===== config.mk =====
export PLATFORM = sky130hd
export DESIGN_NAME = bitband_bridge
export DESIGN_NICKNAME = d
export VERILOG_FILES = /design/src/rtl/bb_pkg.sv /design/src/rtl/bb_addr_map.sv /design/src/rtl/bb_bit_merge.sv /design/src/rtl/bb_ctrl.sv /design/src/rtl/bitband_bridge.sv
export SDC_FILE = /design/constraint.sdc
export NUM_CORES = 1
export LEC_CHECK = 0
export CAP_MARGIN = 15
export CORE_MARGIN = 5
export CORE_UTILIZATION = 25
export CTS_CLUSTER_SIZE = 28
export DETAILED_ROUTE_END_ITERATION = 12
export DONT_BUFFER_PORTS = 1
export GPL_TIMING_DRIVEN = 1
export HOLD_SLACK_MARGIN = 0.12
export PLACE_DENSITY = 0.48
export SLEW_MARGIN = 5
export SYNTH_ARGS = -nofsm -noshare
export SYNTH_HDL_FRONTEND = slang
export SYNTH_HIERARCHICAL = 1
export SYNTH_SLANG_ARGS = --single-unit
export TNS_END_PERCENT = 10

===== constraint.sdc =====
create_clock -name clk -period 8.96 [get_ports clk]
set_input_delay 0.896 -clock clk [delete_from_list [all_inputs] [get_ports clk]]
set_output_delay 0.896 -clock clk [all_outputs]
set_load 0.005 [all_outputs]

===== src/rtl/bb_pkg.sv =====
package bb_pkg;
    localparam int BB_AW     = 32;
    localparam int BB_DW     = 32;
    localparam int BB_ATTR_W = 2;
    localparam int BB_WIN_W  = 25;               // 32 MB alias window
    localparam int BB_BIT_W  = $clog2(BB_DW);    // bit index width
    localparam int BB_SHIFT  = 5;                // alias bytes per target byte, log2

    typedef enum logic [1:0] {
        ST_IDLE = 2'd0,
        ST_RD   = 2'd1,
        ST_WR   = 2'd2,
        ST_RSP  = 2'd3
    } bb_state_e;

    typedef struct packed {
        logic [BB_AW-1:0]     taddr;
        logic [1:0]           size;
        logic [BB_BIT_W-1:0]  bitpos;
        logic                 write;
        logic                 wbit;
        logic [BB_ATTR_W-1:0] attr;
    } bb_req_t;

    // byte-offset mask of a unit
    function automatic logic [1:0] bb_lane_mask(input logic [1:0] size);
        case (size)
            2'd0:    return 2'b00;
            2'd1:    return 2'b01;
            default: return 2'b11;
        endcase
    endfunction

    // bit-index mask of a unit
    function automatic logic [BB_BIT_W-1:0] bb_bit_mask(input logic [1:0] size);
        case (size)
            2'd0:    return BB_BIT_W'(7);
            2'd1:    return BB_BIT_W'(15);
            default: return BB_BIT_W'(31);
        endcase
    endfunction
endpackage


===== src/rtl/bb_addr_map.sv =====
module bb_addr_map
    import bb_pkg::*;
#(
    parameter logic [BB_AW-1:0] TARGET_BASE = 32'h2000_0000
) (
    input  logic [BB_AW-1:0]    alias_addr,
    input  logic [1:0]          size,
    output logic [BB_AW-1:0]    tgt_addr,
    output logic [BB_BIT_W-1:0] bitpos
);
    logic [BB_WIN_W-1:0] off;
    logic [BB_AW-1:0]    spread;

    always_comb begin
        off      = alias_addr[BB_WIN_W-1:0];
        spread   = TARGET_BASE | BB_AW'(off >> BB_SHIFT);
        tgt_addr = spread & ~BB_AW'(bb_lane_mask(size));
        bitpos   = off[BB_BIT_W+1:2] & bb_bit_mask(size);
    end
endmodule


===== src/rtl/bb_bit_merge.sv =====
module bb_bit_merge
    import bb_pkg::*;
(
    input  logic [BB_DW-1:0]    unit_in,
    input  logic [BB_BIT_W-1:0] bitpos,
    input  logic                new_bit,
    output logic [BB_DW-1:0]    unit_out,
    output logic                sel_bit
);
    for (genvar i = 0; i < BB_DW; i++) begin : g_bit
        assign unit_out[i] = (bitpos == BB_BIT_W'(i)) ? new_bit : unit_in[i];
    end

    assign sel_bit = unit_in[bitpos];
endmodule


===== src/rtl/bb_ctrl.sv =====
module bb_ctrl
    import bb_pkg::*;
(
    input  logic                 clk,
    input  logic                 rst,
    input  logic                 s_valid,
    input  bb_req_t              req_in,
    output logic                 s_ready,
    output logic                 s_done,
    output logic [BB_DW-1:0]     s_rdata,
    output logic                 s_err,
    output logic                 m_req,
    output logic                 m_write,
    output logic [BB_AW-1:0]     m_addr,
    output logic [1:0]           m_size,
    output logic [BB_DW-1:0]     m_wdata,
    output logic [BB_ATTR_W-1:0] m_attr,
    input  logic                 m_ack,
    input  logic [BB_DW-1:0]     m_rdata,
    input  logic                 m_err
);
    bb_state_e        st;
    bb_req_t          req_q;
    logic [BB_DW-1:0] rd_q;
    logic [BB_DW-1:0] rdata_q;
    logic             err_q;
    logic [BB_DW-1:0] merge_src;
    logic [BB_DW-1:0] merged;
    logic             sel_bit;

    assign merge_src = (st == ST_RD) ? m_rdata : rd_q;

    bb_bit_merge u_merge (
        .unit_in  (merge_src),
        .bitpos   (req_q.bitpos),
        .new_bit  (req_q.wbit),
        .unit_out (merged),
        .sel_bit  (sel_bit)
    );

    always_ff @(posedge clk) begin
        if (rst) begin
            st      <= ST_IDLE;
            req_q   <= '0;
            rd_q    <= '0;
            rdata_q <= '0;
            err_q   <= 1'b0;
        end else begin
            case (st)
                ST_IDLE: begin
                    if (s_valid) begin
                        req_q <= req_in;
                        st    <= ST_RD;
                    end
                end
                ST_RD: begin
                    if (m_ack) begin
                        rd_q <= m_rdata;
                        if (m_err) begin
                            err_q   <= 1'b1;
                            rdata_q <= '0;
                            st      <= ST_RSP;
                        end else if (req_q.write) begin
                            err_q   <= 1'b0;
                            rdata_q <= '0;
                            st      <= ST_WR;
                        end else begin
                            err_q   <= 1'b0;
                            rdata_q <= BB_DW'(sel_bit);
                            st      <= ST_RSP;
                        end
                    end
                end
                ST_WR: begin
                    if (m_ack) begin
                        err_q <= m_err;
                        st    <= ST_RSP;
                    end
                end
                default: st <= ST_IDLE;
            endcase
        end
    end

    assign s_ready = (st == ST_IDLE);
    assign s_done  = (st == ST_RSP);
    assign s_rdata = rdata_q;
    assign s_err   = err_q;
    assign m_req   = (st == ST_RD) || (st == ST_WR);
    assign m_write = (st == ST_WR);
    assign m_addr  = req_q.taddr;
    assign m_size  = req_q.size;
    assign m_wdata = merged;
    assign m_attr  = req_q.attr;

    AST_UNIT_ALIGNED: assert property (@(posedge clk) disable iff (rst)
        m_req |-> ((m_addr[1:0] & bb_lane_mask(m_size)) == 2'b00));
    AST_RDATA_ONE_BIT: assert property (@(posedge clk) disable iff (rst)
        s_done |-> (s_rdata[BB_DW-1:1] == '0));
    AST_WB_ONE_BIT: assert property (@(posedge clk) disable iff (rst)
        (m_req && m_write) |-> ($countones(m_wdata ^ rd_q) <= 1));
    AST_NO_WB_ON_ERR: assert property (@(posedge clk) disable iff (rst)
        (m_req && !m_write && m_ack && m_err) |=> !m_req);
    AST_ATTR_HELD: assert property (@(posedge clk) disable iff (rst)
        (m_req && $past(m_req)) |-> $stable(m_attr));
    AST_BUSY_NOT_READY: assert property (@(posedge clk) disable iff (rst)
        (m_req || s_done) |-> !s_ready);
    AST_REQ_HELD: assert property (@(posedge clk) disable iff (rst)
        (m_req && !m_ack) |=> (m_req && $stable(m_addr) && $stable(m_write)));
endmodule


===== src/rtl/bitband_bridge.sv =====
module bitband_bridge
    import bb_pkg::*;
#(
    parameter logic [BB_AW-1:0] ALIAS_BASE  = 32'h2200_0000,
    parameter logic [BB_AW-1:0] TARGET_BASE = 32'h2000_0000
) (
    input  logic                 clk,
    input  logic                 rst,
    input  logic                 s_valid,
    output logic                 s_ready,
    input  logic [BB_AW-1:0]     s_addr,
    input  logic [1:0]           s_size,
    input  logic                 s_write,
    input  logic [BB_DW-1:0]     s_wdata,
    input  logic [BB_ATTR_W-1:0] s_attr,
    output logic                 s_done,
    output logic [BB_DW-1:0]     s_rdata,
    output logic                 s_err,
    output logic                 m_req,
    output logic                 m_write,
    output logic [BB_AW-1:0]     m_addr,
    output logic [1:0]           m_size,
    output logic [BB_DW-1:0]     m_wdata,
    output logic [BB_ATTR_W-1:0] m_attr,
    input  logic                 m_ack,
    input  logic [BB_DW-1:0]     m_rdata,
    input  logic                 m_err
);
    localparam int TGT_SPAN_W = BB_WIN_W - BB_SHIFT;   // 1 MB target region

    logic [BB_AW-1:0]    tgt_addr;
    logic [BB_BIT_W-1:0] bitpos;
    bb_req_t             req_in;

    bb_addr_map #(.TARGET_BASE(TARGET_BASE)) u_map (
        .alias_addr (s_addr),
        .size       (s_size),
        .tgt_addr   (tgt_addr),
        .bitpos     (bitpos)
    );

    always_comb begin
        req_in.taddr  = tgt_addr;
        req_in.size   = s_size;
        req_in.bitpos = bitpos;
        req_in.write  = s_write;
        req_in.wbit   = s_wdata[0];
        req_in.attr   = s_attr;
    end

    bb_ctrl u_ctrl (
        .clk     (clk),
        .rst     (rst),
        .s_valid (s_valid),
        .req_in  (req_in),
        .s_ready (s_ready),
        .s_done  (s_done),
        .s_rdata (s_rdata),
        .s_err   (s_err),
        .m_req   (m_req),
        .m_write (m_write),
        .m_addr  (m_addr),
        .m_size  (m_size),
        .m_wdata (m_wdata),
        .m_attr  (m_attr),
        .m_ack   (m_ack),
        .m_rdata (m_rdata),
        .m_err   (m_err)
    );

    AST_ALIAS_WINDOW: assert property (@(posedge clk) disable iff (rst)
        (s_valid && s_ready) |-> (s_addr[BB_AW-1:BB_WIN_W] == ALIAS_BASE[BB_AW-1:BB_WIN_W]));
    AST_TGT_REGION: assert property (@(posedge clk) disable iff (rst)
        m_req |-> (m_addr[BB_AW-1:TGT_SPAN_W] == TARGET_BASE[BB_AW-1:TGT_SPAN_W]));
endmodule


* Word level (Yosys, flattened, before mapping) *
Cells that the tools add are included.

word-level totals
  flip-flop bits (word level) = 110
  word-level logic and storage cells = 110

operators by class
  $lt $le $gt $ge = 1
  equal/unequal tests = 38
  multiplexer cells = 49
  bitwise operators = 3
  reduce and logical (&&, ||, !) cells = 9

operators with widths
  operator                                                                  count
  5-bit == test (second input constant)                                     16
  32-bit 2-to-1 mux                                                         2
  5-bit by 4-bit == test with 1-bit output (second input constant)          8
  1-bit 2-to-1 mux                                                          38
  30-bit by 32-bit AND with 32-bit output                                   1
  2-bit NOT with 32-bit output                                              1
  5-bit by 3-bit == test with 1-bit output (second input constant)          4
  5-bit by 2-bit == test with 1-bit output (second input constant)          2
  5-bit case mux with 2 select lines                                        1
  2-bit 2-to-1 mux                                                          4
  5-bit by 6-bit < comparator with 1-bit output (second input constant)     1
  2-bit case mux with 3 select lines                                        1
  3-bit AND reduction                                                       2
  5-bit AND                                                                 1
  1-bit binary-select mux with 5-bit select                                 1
  5-bit by 1-bit == test with 1-bit output (second input constant)          1
  5-bit logical NOT                                                         1
  2-bit by 1-bit == test with 1-bit output (second input constant)          2
  2-bit == test (second input constant)                                     2
  2-bit logical NOT                                                         2
  2-bit inequality test (second input constant)                             2
  2-bit case mux with 2 select lines                                        1
  2-bit AND reduction                                                       2
  2-bit by 1-bit inequality test with 1-bit output (second input constant)  1
  3 further kinds                                                           3

* Logic depth before layout (Yosys ltp) *
Gate-level depths: netlist of run 1.

  depth after elaboration = 6
  depth in mapped cells = 10
  mapped depth without buffers = 8

* By module *
Netlist of run 1, hierarchy kept.

by module, submodules not included
  module        times used  cells each  area an instance (µm²)  seq. area each (µm²)
  bb_ctrl       1           464         3742.3                  1581.5
  bb_bit_merge  1           99          874.6                   0.0
  bb_addr_map   1           39          287.8                   0.0

* Worst setup path before layout of run 1 *
No wires, ideal clock.

  path type = reg2reg
  start point = register u_ctrl.st[1]
  end point = register u_ctrl.rdata_q[0] (netlist: u_ctrl/s_rdata[0])
  library setup time = 0.132 ns
  arrival time = 2.680 ns
  slack = 6.148 ns
  cell stages (with the launch flop) = 11
  cells stage by stage = dfxtp_1 inv_1 ha_1 buf_2 buf_2 mux2_2 mux4_4 mux4_2 mux2_2 nand3_1 a21oi_1

between the ends
  cells in the longest elaborated chain, start to end = 6
  elaborated cells between the ends (all ways) = 7
  classes of those cells = 1 x eq/ne; 5 x mux; 1 x reduce/logical

RTL lines
  what                                       RTL line            text
  from (decl)                                bb_ctrl.sv:22       bb_state_e st;
  from (signal assigned)                     bb_ctrl.sv:43       st <= ST_IDLE;
  from (signal assigned)                     bb_ctrl.sv:53       st <= ST_RD;
  from (signal assigned)                     bb_ctrl.sv:62       st <= ST_RSP;
  2-bit by 1-bit == test with 1-bit output   bb_ctrl.sv:31       assign merge_src = (st == ST_RD) ? m_rdata : rd_q;
  32-bit 2-to-1 mux                          bb_ctrl.sv:31
  net u_ctrl.merge_src[23]                   bb_ctrl.sv:27       logic [BB_DW-1:0] merge_src;
  1-bit binary-select mux with 5-bit select  bb_bit_merge.sv:14  assign sel_bit = unit_in[bitpos];
  1-bit 2-to-1 mux (implied by the code)     bb_bit_merge.sv:14
  net u_ctrl.sel_bit                         bb_ctrl.sv:29       logic sel_bit;
  1-bit 2-to-1 mux                           bb_ctrl.sv:63       end else if (req_q.write) begin
  32-bit 2-to-1 mux                          bb_ctrl.sv:59       if (m_err) begin
  to (signal assigned)                       bb_ctrl.sv:69       rdata_q <= BB_DW'(sel_bit);
  to (decl)                                  bb_ctrl.sv:25       logic [BB_DW-1:0] rdata_q;

The timed path passes the listed nets, and every way through them passes these cells. The select of a mux whose other input is x is not followed.
A chain may end at the register's enable or synchronous reset.

* Worst setup path in the final report of run 1 *
Same ends and word-level chain as after synthesis.

==> out/qor.csv, run 1 <==
metric,value,unit
Ys Warns,6,
Final Util,24.9,%
endpoints failing setup,0,
# fillers,2130,
CP endpoint kind,flip-flop,
worst path bufs/invs,2,
Synth area leader,dfxtp_1,
Synth Area in Compound Gates,8.72,%
synth top area cells,"dfxtp_1 (32%), buf_4 (15%), mux2_2 (15%)",
DR vias/cell,4.26,
largest family of logic cells by synthesized area,multiplexers,
top-area cell type share of the netlist area,32.2,%
number of remaining DRC errors,0,
final critical-path share of the clock period,34.9,%
leakage power,0.00177,uW
Crit path max-delay family,multiplexers,
element type at the critical path start,flip-flop,
htree depth,3,
Post-synth EDFFs,0,
largest net degree at the start of global routing,82,
CP peak stage delay,0.59,ns
clock skew,0.0116,ns
"Setup Fix Bufs, Post-CTS",0,
mux share of post-synthesis cell area,19.8,%
"Clk Latency, worst-skew pair",0.35,ns
Initial Util,25.3,%
DR WL/cell,16.5,microns
worst slew pin tran,1.09,ns
simple-gate area share of the yosys netlist,18.3,%
ANT nets after route,0,
fmax,0.320,GHz
Vias,3353,
Worst path slowest cell,mux4_4,
FP Rows,51,
status,"finished, final reports clean",
"Remaining Overflow, GRT",0,
CTS root buf,clkbuf_16,
CTS sink count,79,
P&R area growth vs syn,-1.35,%
chip width,150,microns
"flops & latches, synth",79,
number of max-cap violations,0,
DRT iter0 DRCs,126,
Inserted Diodes,0,
Synth Area per Inst,8.15,sq um
power per cell area,278,nW/um^2
final hold vios,0,
Inserted Clock Buffers,9,
CP arrival,3.36,ns
"Async S/R FF share, synth",0,%
Post-CTS Resized,0,
Layout Nets,631,
register area share after synthesis,32.2,%
DP HPWL,8870,microns
path type of the worst setup path,flip-flop to flip-flop,
post-place setup slack,5.84,ns
Global Route Usage Sum,11.3,%
hold buffers post-CTS,0,
count of cell types in the netlist,36,
Core Region,19400,sq um
Hold Path Class,flip-flop to flip-flop,
Clock Path Buffers,2,
CTS tree,built,
RSZ-0062 raised after global routing,no,
share of cells above drive strength 1,18.4,%
adder-cell area share of the yosys netlist,1.79,%
number of buffers added on ports,0,
cell repeated most along the worst path,mux2_2,
Required @ worst endpoint,9.19,ns
initial antenna violation count,0,
XOR/XNOR share of the synthesized area,0,%
Worst Slack Setup Final,5.83,ns
Max IR drop VDD,0.0977,mV
die height,150,microns
"Primary FF master, synth",dfxtp_1,
first-pass GRT wire length,19500,microns
TritonRoute pass-1 iters,5,
Post-Synthesis Cells,602,
crit path max fanout,33,
cell with the most instances after synthesis,nand2_1,
fin. max-slew vios,0,
# IOs,211,
setup TNS,0,ns
Slew Limit Headroom,27.6,%
most frequent cells after synthesis,"nand2_1 (164), buf_4 (101), dfxtp_1 (79)",
RD Place Congestion,0.765,
number of global-route vias before repair,3252,
clock slew at reported path FFs,0.07,ns
drt total wl,13000,microns
worst path cell trace,inv_1 -> ha_1 -> buf_4 -> mux2_2 -> mux4_4 -> mux4_2 -> mux2_2 -> nand3_1 -> a21oi_1,
Post-Syn Area,4900,sq um
Die Area,22500,sq um
crit path time final,3.13,ns
[per-layer routing]
metal	part of all wire, %	vias to the layer above	global-route usage, %
met3	14	13	6.57
met2	43	139	16.4
met4	1.4	0	3.34
li1	-	1678	-
met5	0	-	0
met1	42	1523	14.1
[path summary, 6_finish.rpt]
| check | from | to | slack [ns] | cells after the start |
|---|---|---|---|---|
| max | u_ctrl/st[1]$_SDFFE_PP0P_ | u_ctrl/s_rdata[0]$_SDFFE_PP0P_ | 5.83 | 9 |
| min | u_ctrl/rd_q[3]$_SDFFE_PP0P_ | u_ctrl/rd_q[3]$_SDFFE_PP0P_ | 0.45 | 2 |
| max reg2reg | u_ctrl/st[1]$_SDFFE_PP0P_ | u_ctrl/s_rdata[0]$_SDFFE_PP0P_ | 5.83 | 9 |
| min reg2reg | u_ctrl/rd_q[3]$_SDFFE_PP0P_ | u_ctrl/rd_q[3]$_SDFFE_PP0P_ | 0.45 | 2 |
[worst reg2reg max path: cells and delay by family (launching register included)]
family / cells / cell delay [ns]
AOI/OAI and AO/OA: 1 / 0.07
buffers and inverters: 2 / 0.55
muxes: 4 / 1.79
DFF: 1 / 0.35
adders and majority gates: 1 / 0.18
and+or+nand+nor: 1 / 0.06
[area by class of cell]
cell class / instances / area, sq um / area share [%]
Multi-Input combinational cell: 422 / 2550 / 52.6
Inverter: 2 / 7.51 / 0.155
Timing Repair Buffer: 4 / 30.0 / 0.621
Clock inverter: 6 / 116 / 2.40
Sequential cell: 79 / 1580 / 32.7
Clock buffer: 9 / 225 / 4.65
Tap cell: 265 / 332 / 6.85
[flip-flops by register name (all words and copies together), names as in the netlist]
signal and flops:
u_ctrl/s_rdata 1, u_ctrl/m_attr 2, u_ctrl/s_err 1, u_ctrl/st 2, u_ctrl/m_size 2, u_ctrl/req_q 7
u_ctrl/rd_q 32, u_ctrl/m_addr 32
[stage by stage]
step	total power, uW	area [sq um]	hold WS (ns)	cells
2_1_floorplan	874	5050	0.433	642
3_3_place_gp	925	4500	0.434	772
3_5_place_dp	925	4500	0.440	772
4_1_cts	1370	4840	0.449	787
5_1_grt	1430	4840	0.472	787
6_report	1340	4840	0.451	787
[logic make-up after synthesis]
logic type	after synthesis
AO/OA/AOI/OAI	83
adder cells (fa/ha/maj)	7
buffers and inverters	141
flip-flops	79
multiplexers	76
other	3
AND/OR/NAND/NOR	213
[placed cells by master, fill, tap and decap left out, types with 3 or more instances in the layout]
cell type  synthesis  routed
a21oi_1           76      76
buf_4            101       4
bufinv_16          0       3
clkbuf_16          0       9
conb_1             3      43
dfxtp_1           79      79
ha_1               7       7
mux2_2            64      64
mux4_2             9       9
nand2_1          164     164
nand2b_1           3       3
nand3_1            6       6
nor2_1            14      14
nor2b_1            5       5
nor3_1             5       5
nor3b_1            4       4
[where the power goes]
part	internal (uW)	leakage (uW)	total, uW	switching [uW]
logic	194	0.000958	444	250
registers	407	0.000645	467	59.2
clock network	273	0.000166	433	159
Power figures use the tool's default switching activity.
==> inputs of run 2 (changes only) <==
==> constraint.sdc (replaced) <==
create_clock -name clk -period 3.3 [get_ports clk]
set_input_delay 0.33 -clock clk [delete_from_list [all_inputs] [get_ports clk]]
set_output_delay 0.33 -clock clk [all_outputs]
set_load 0.005 [all_outputs]
==> out/qor.csv, run 2 (same netlist as run 1, synthesis figures left out) <==
metric,value,unit,change
# placed instances,775,,+0.39%
first-pass GRT wire length,20700,microns,+6.2%
Clock Path Buffers,2,,unchanged
sw power,1310,uW,+180%
endpoints failing setup,0,,unchanged
DP HPWL,9050,microns,+2.0%
Crit path max-delay family,multiplexers,,
wl on met1,5970,microns,+10%
CTS sink count,79,,unchanged
sequential power share,33.9,%,-0.8 points
Reg2Reg Setup Slack,0.37,ns,-5.47 ns
Global Route Usage Sum,11.8,%,+0.55 points
Sw Share,35.1,%,+0.20 points
"Non-Filler Cell Area, Final",5470,sq um,+13%
path type of the worst setup path,flip-flop to flip-flop,,
crit path max fanout,26,,-21%
Worst Slack Setup Final,0.367,ns,-5.47 ns
P&R area growth vs syn,11.5,%,
combinational share of power,35.6,%,+2.5 points
"Remaining Overflow, GRT",0,,unchanged
initial antenna violation count,0,,unchanged
status,"finished, final reports clean",,
Multi-input gate area,2550,sq um,unchanged
share of cells above drive strength 1,17.3,%,-1.1 points
part of the power in the clock network,30.5,%,-1.7 points
Internal,2420,uW,+180%
final critical-path share of the clock period,88.9,%,+54 points
Post-CTS Resized,0,,unchanged
# IOs,211,,unchanged
number of max-cap violations,0,,unchanged
"Setup Fix Bufs, Post-CTS",0,,unchanged
Layout Nets,692,,+9.7%
fmax,0.341,GHz,+6.6%
min-delay src,s_addr[20],,
clock slew at reported path FFs,0.07,ns,about the same
Vias,3661,,+9.2%
"commonest non-fill, non-tap cells in the layout","nand2_1 (164), dfxtp_1 (79), a21oi_1 (76)",,
number of remaining DRC errors,0,,unchanged
CP endpoint kind,flip-flop,,
worst r2r path cells,9,,unchanged
uppermost routed layer,met4,,
final hold vios,0,,unchanged
leakage power,0.00204,uW,+15%
Required @ worst endpoint,3.50,ns,-5.69 ns
routed length on met3,1600,microns,-11%
CTS tree,built,,
WHS Path Cells,2,,unchanged
cell count along the critical path,9,,unchanged
CTS root buf,clkbuf_16,,
hold buffers post-CTS,58,,+58
DRT iter0 DRCs,174,,+38%
RSZ-0062 raised after global routing,no,,
"commonest non-fill, non-tap cell in the layout",nand2_1,,
Inserted Clock Buffers,9,,unchanged
met2 wire length,5970,microns,+6.6%
CP arrival,3.14,ns,-0.22 ns
Inserted Diodes,0,,unchanged
ANT nets after route,0,,unchanged
power per cell area,682,nW/um^2,+150%
worst reg2reg startpoint,u_ctrl/st[1]$_SDFFE_PP0P_,,
hold_ws,0.136,ns,-0.315 ns
Initial Util,25.3,%,unchanged
register area,1580,sq um,unchanged
Worst path slowest cell,mux4_4,,
Die Area,22500,sq um,unchanged
clock skew,0.0123,ns,+0.000677 ns
DR WL/cell,16.1,microns,-2.5%
DP Area,4530,sq um,+0.78%
cell repeated most along the worst path,mux2_2,,
htree depth,3,,unchanged
number of buffers added on ports,0,,unchanged
drt total wl,13700,microns,+5.2%
Max IR drop VDD,0.282,mV,+190%
worst slew pin tran,1.06,ns,-0.0277 ns
setup TNS,0,ns,unchanged
crit path time final,2.93,ns,-0.194 ns
element type at the critical path start,flip-flop,,
post-place setup slack,0.392,ns,-5.45 ns
FP Rows,51,,unchanged
fin. max-slew vios,0,,unchanged
# fillers,2115,,-0.70%
"Clk Latency, worst-skew pair",0.34,ns,about the same
Hold Path Class,input pin to flip-flop,,
chip width,150,microns,unchanged
RD Place Congestion,0.785,,+2.6%
worst path cell trace,inv_1 -> ha_1 -> buf_12 -> mux2_2 -> mux4_4 -> mux4_2 -> mux2_2 -> nand3_1 -> a21oi_1,,
CP peak stage delay,0.59,ns,about the same
worst path bufs/invs,2,,unchanged
DR vias/cell,4.31,,+1.2%
number of global-route vias before repair,3504,,+7.7%
endpoint of the worst hold path,u_ctrl/m_addr[15]$_SDFFE_PP0P_,,
die height,150,microns,unchanged
Layout Cells excl Fill,849,,+7.9%
largest net degree at the start of global routing,79,,-3.7%
TritonRoute pass-1 iters,4,,-1
Slew Limit Headroom,29.4,%,+1.9 points
Core Region,19400,sq um,unchanged
worst r2r dst,u_ctrl/s_rdata[0]$_SDFFE_PP0P_,,
[run 2: cell types whose count changed in the layout (fill, tap and decap cells not counted)]
cell and delta:
buf_12 +1, buf_4 +2, bufinv_16 -1, dlygate4sd3_1 +57, buf_16 +1, clkbuf_8 +2
[run 2: area by class of cell]
class | count | area share (%)
Clock buffer | 11 | 4.62
Clock inverter | 5 | 1.58
Inverter | 2 | 0.137
Multi-Input combinational cell | 422 | 46.6
Sequential cell | 79 | 28.9
Tap cell | 265 | 6.06
Timing Repair Buffer | 65 | 12.1
[run 2: power groups by stage]
stage	sequential, uW	clock, uW	combinational (uW)
floorplan	1200	0	1180
detailed placement	1290	0	1260
global route	1290	1230	1470
global placement	1290	0	1260
finish	1260	1140	1330
CTS	1270	1180	1350
[run 2: through the flow]
stage	power (uW)	utilization (%)
6_report	3730	28.2
5_1_grt	3980	28.2
4_1_cts	3800	28.2
3_5_place_dp	2550	23.4
3_3_place_gp	2550	23.4
2_1_floorplan	2370	-
[run 2: layer usage]
layer / GRT usage, % / vias to the layer above
met5: 0 / -
met4: 3.02 / 0
met3: 5.63 / 12
met2: 17.8 / 149
met1: 15.3 / 1701
li1: - / 1799
[run 2: worst max path at each step]
stage / from / endpoint / slack, ns
after floorplan: u_ctrl/st[1]$_SDFFE_PP0P_ / u_ctrl/s_rdata[0]$_SDFFE_PP0P_ / 0.49
after global placement: u_ctrl/st[1]$_SDFFE_PP0P_ / u_ctrl/s_rdata[0]$_SDFFE_PP0P_ / 0.40
after detailed placement: u_ctrl/st[1]$_SDFFE_PP0P_ / u_ctrl/s_rdata[0]$_SDFFE_PP0P_ / 0.39
after CTS: u_ctrl/st[1]$_SDFFE_PP0P_ / u_ctrl/s_rdata[0]$_SDFFE_PP0P_ / 0.35
after global routing: u_ctrl/st[1]$_SDFFE_PP0P_ / u_ctrl/s_rdata[0]$_SDFFE_PP0P_ / 0.23
final: u_ctrl/st[1]$_SDFFE_PP0P_ / u_ctrl/s_rdata[0]$_SDFFE_PP0P_ / 0.37
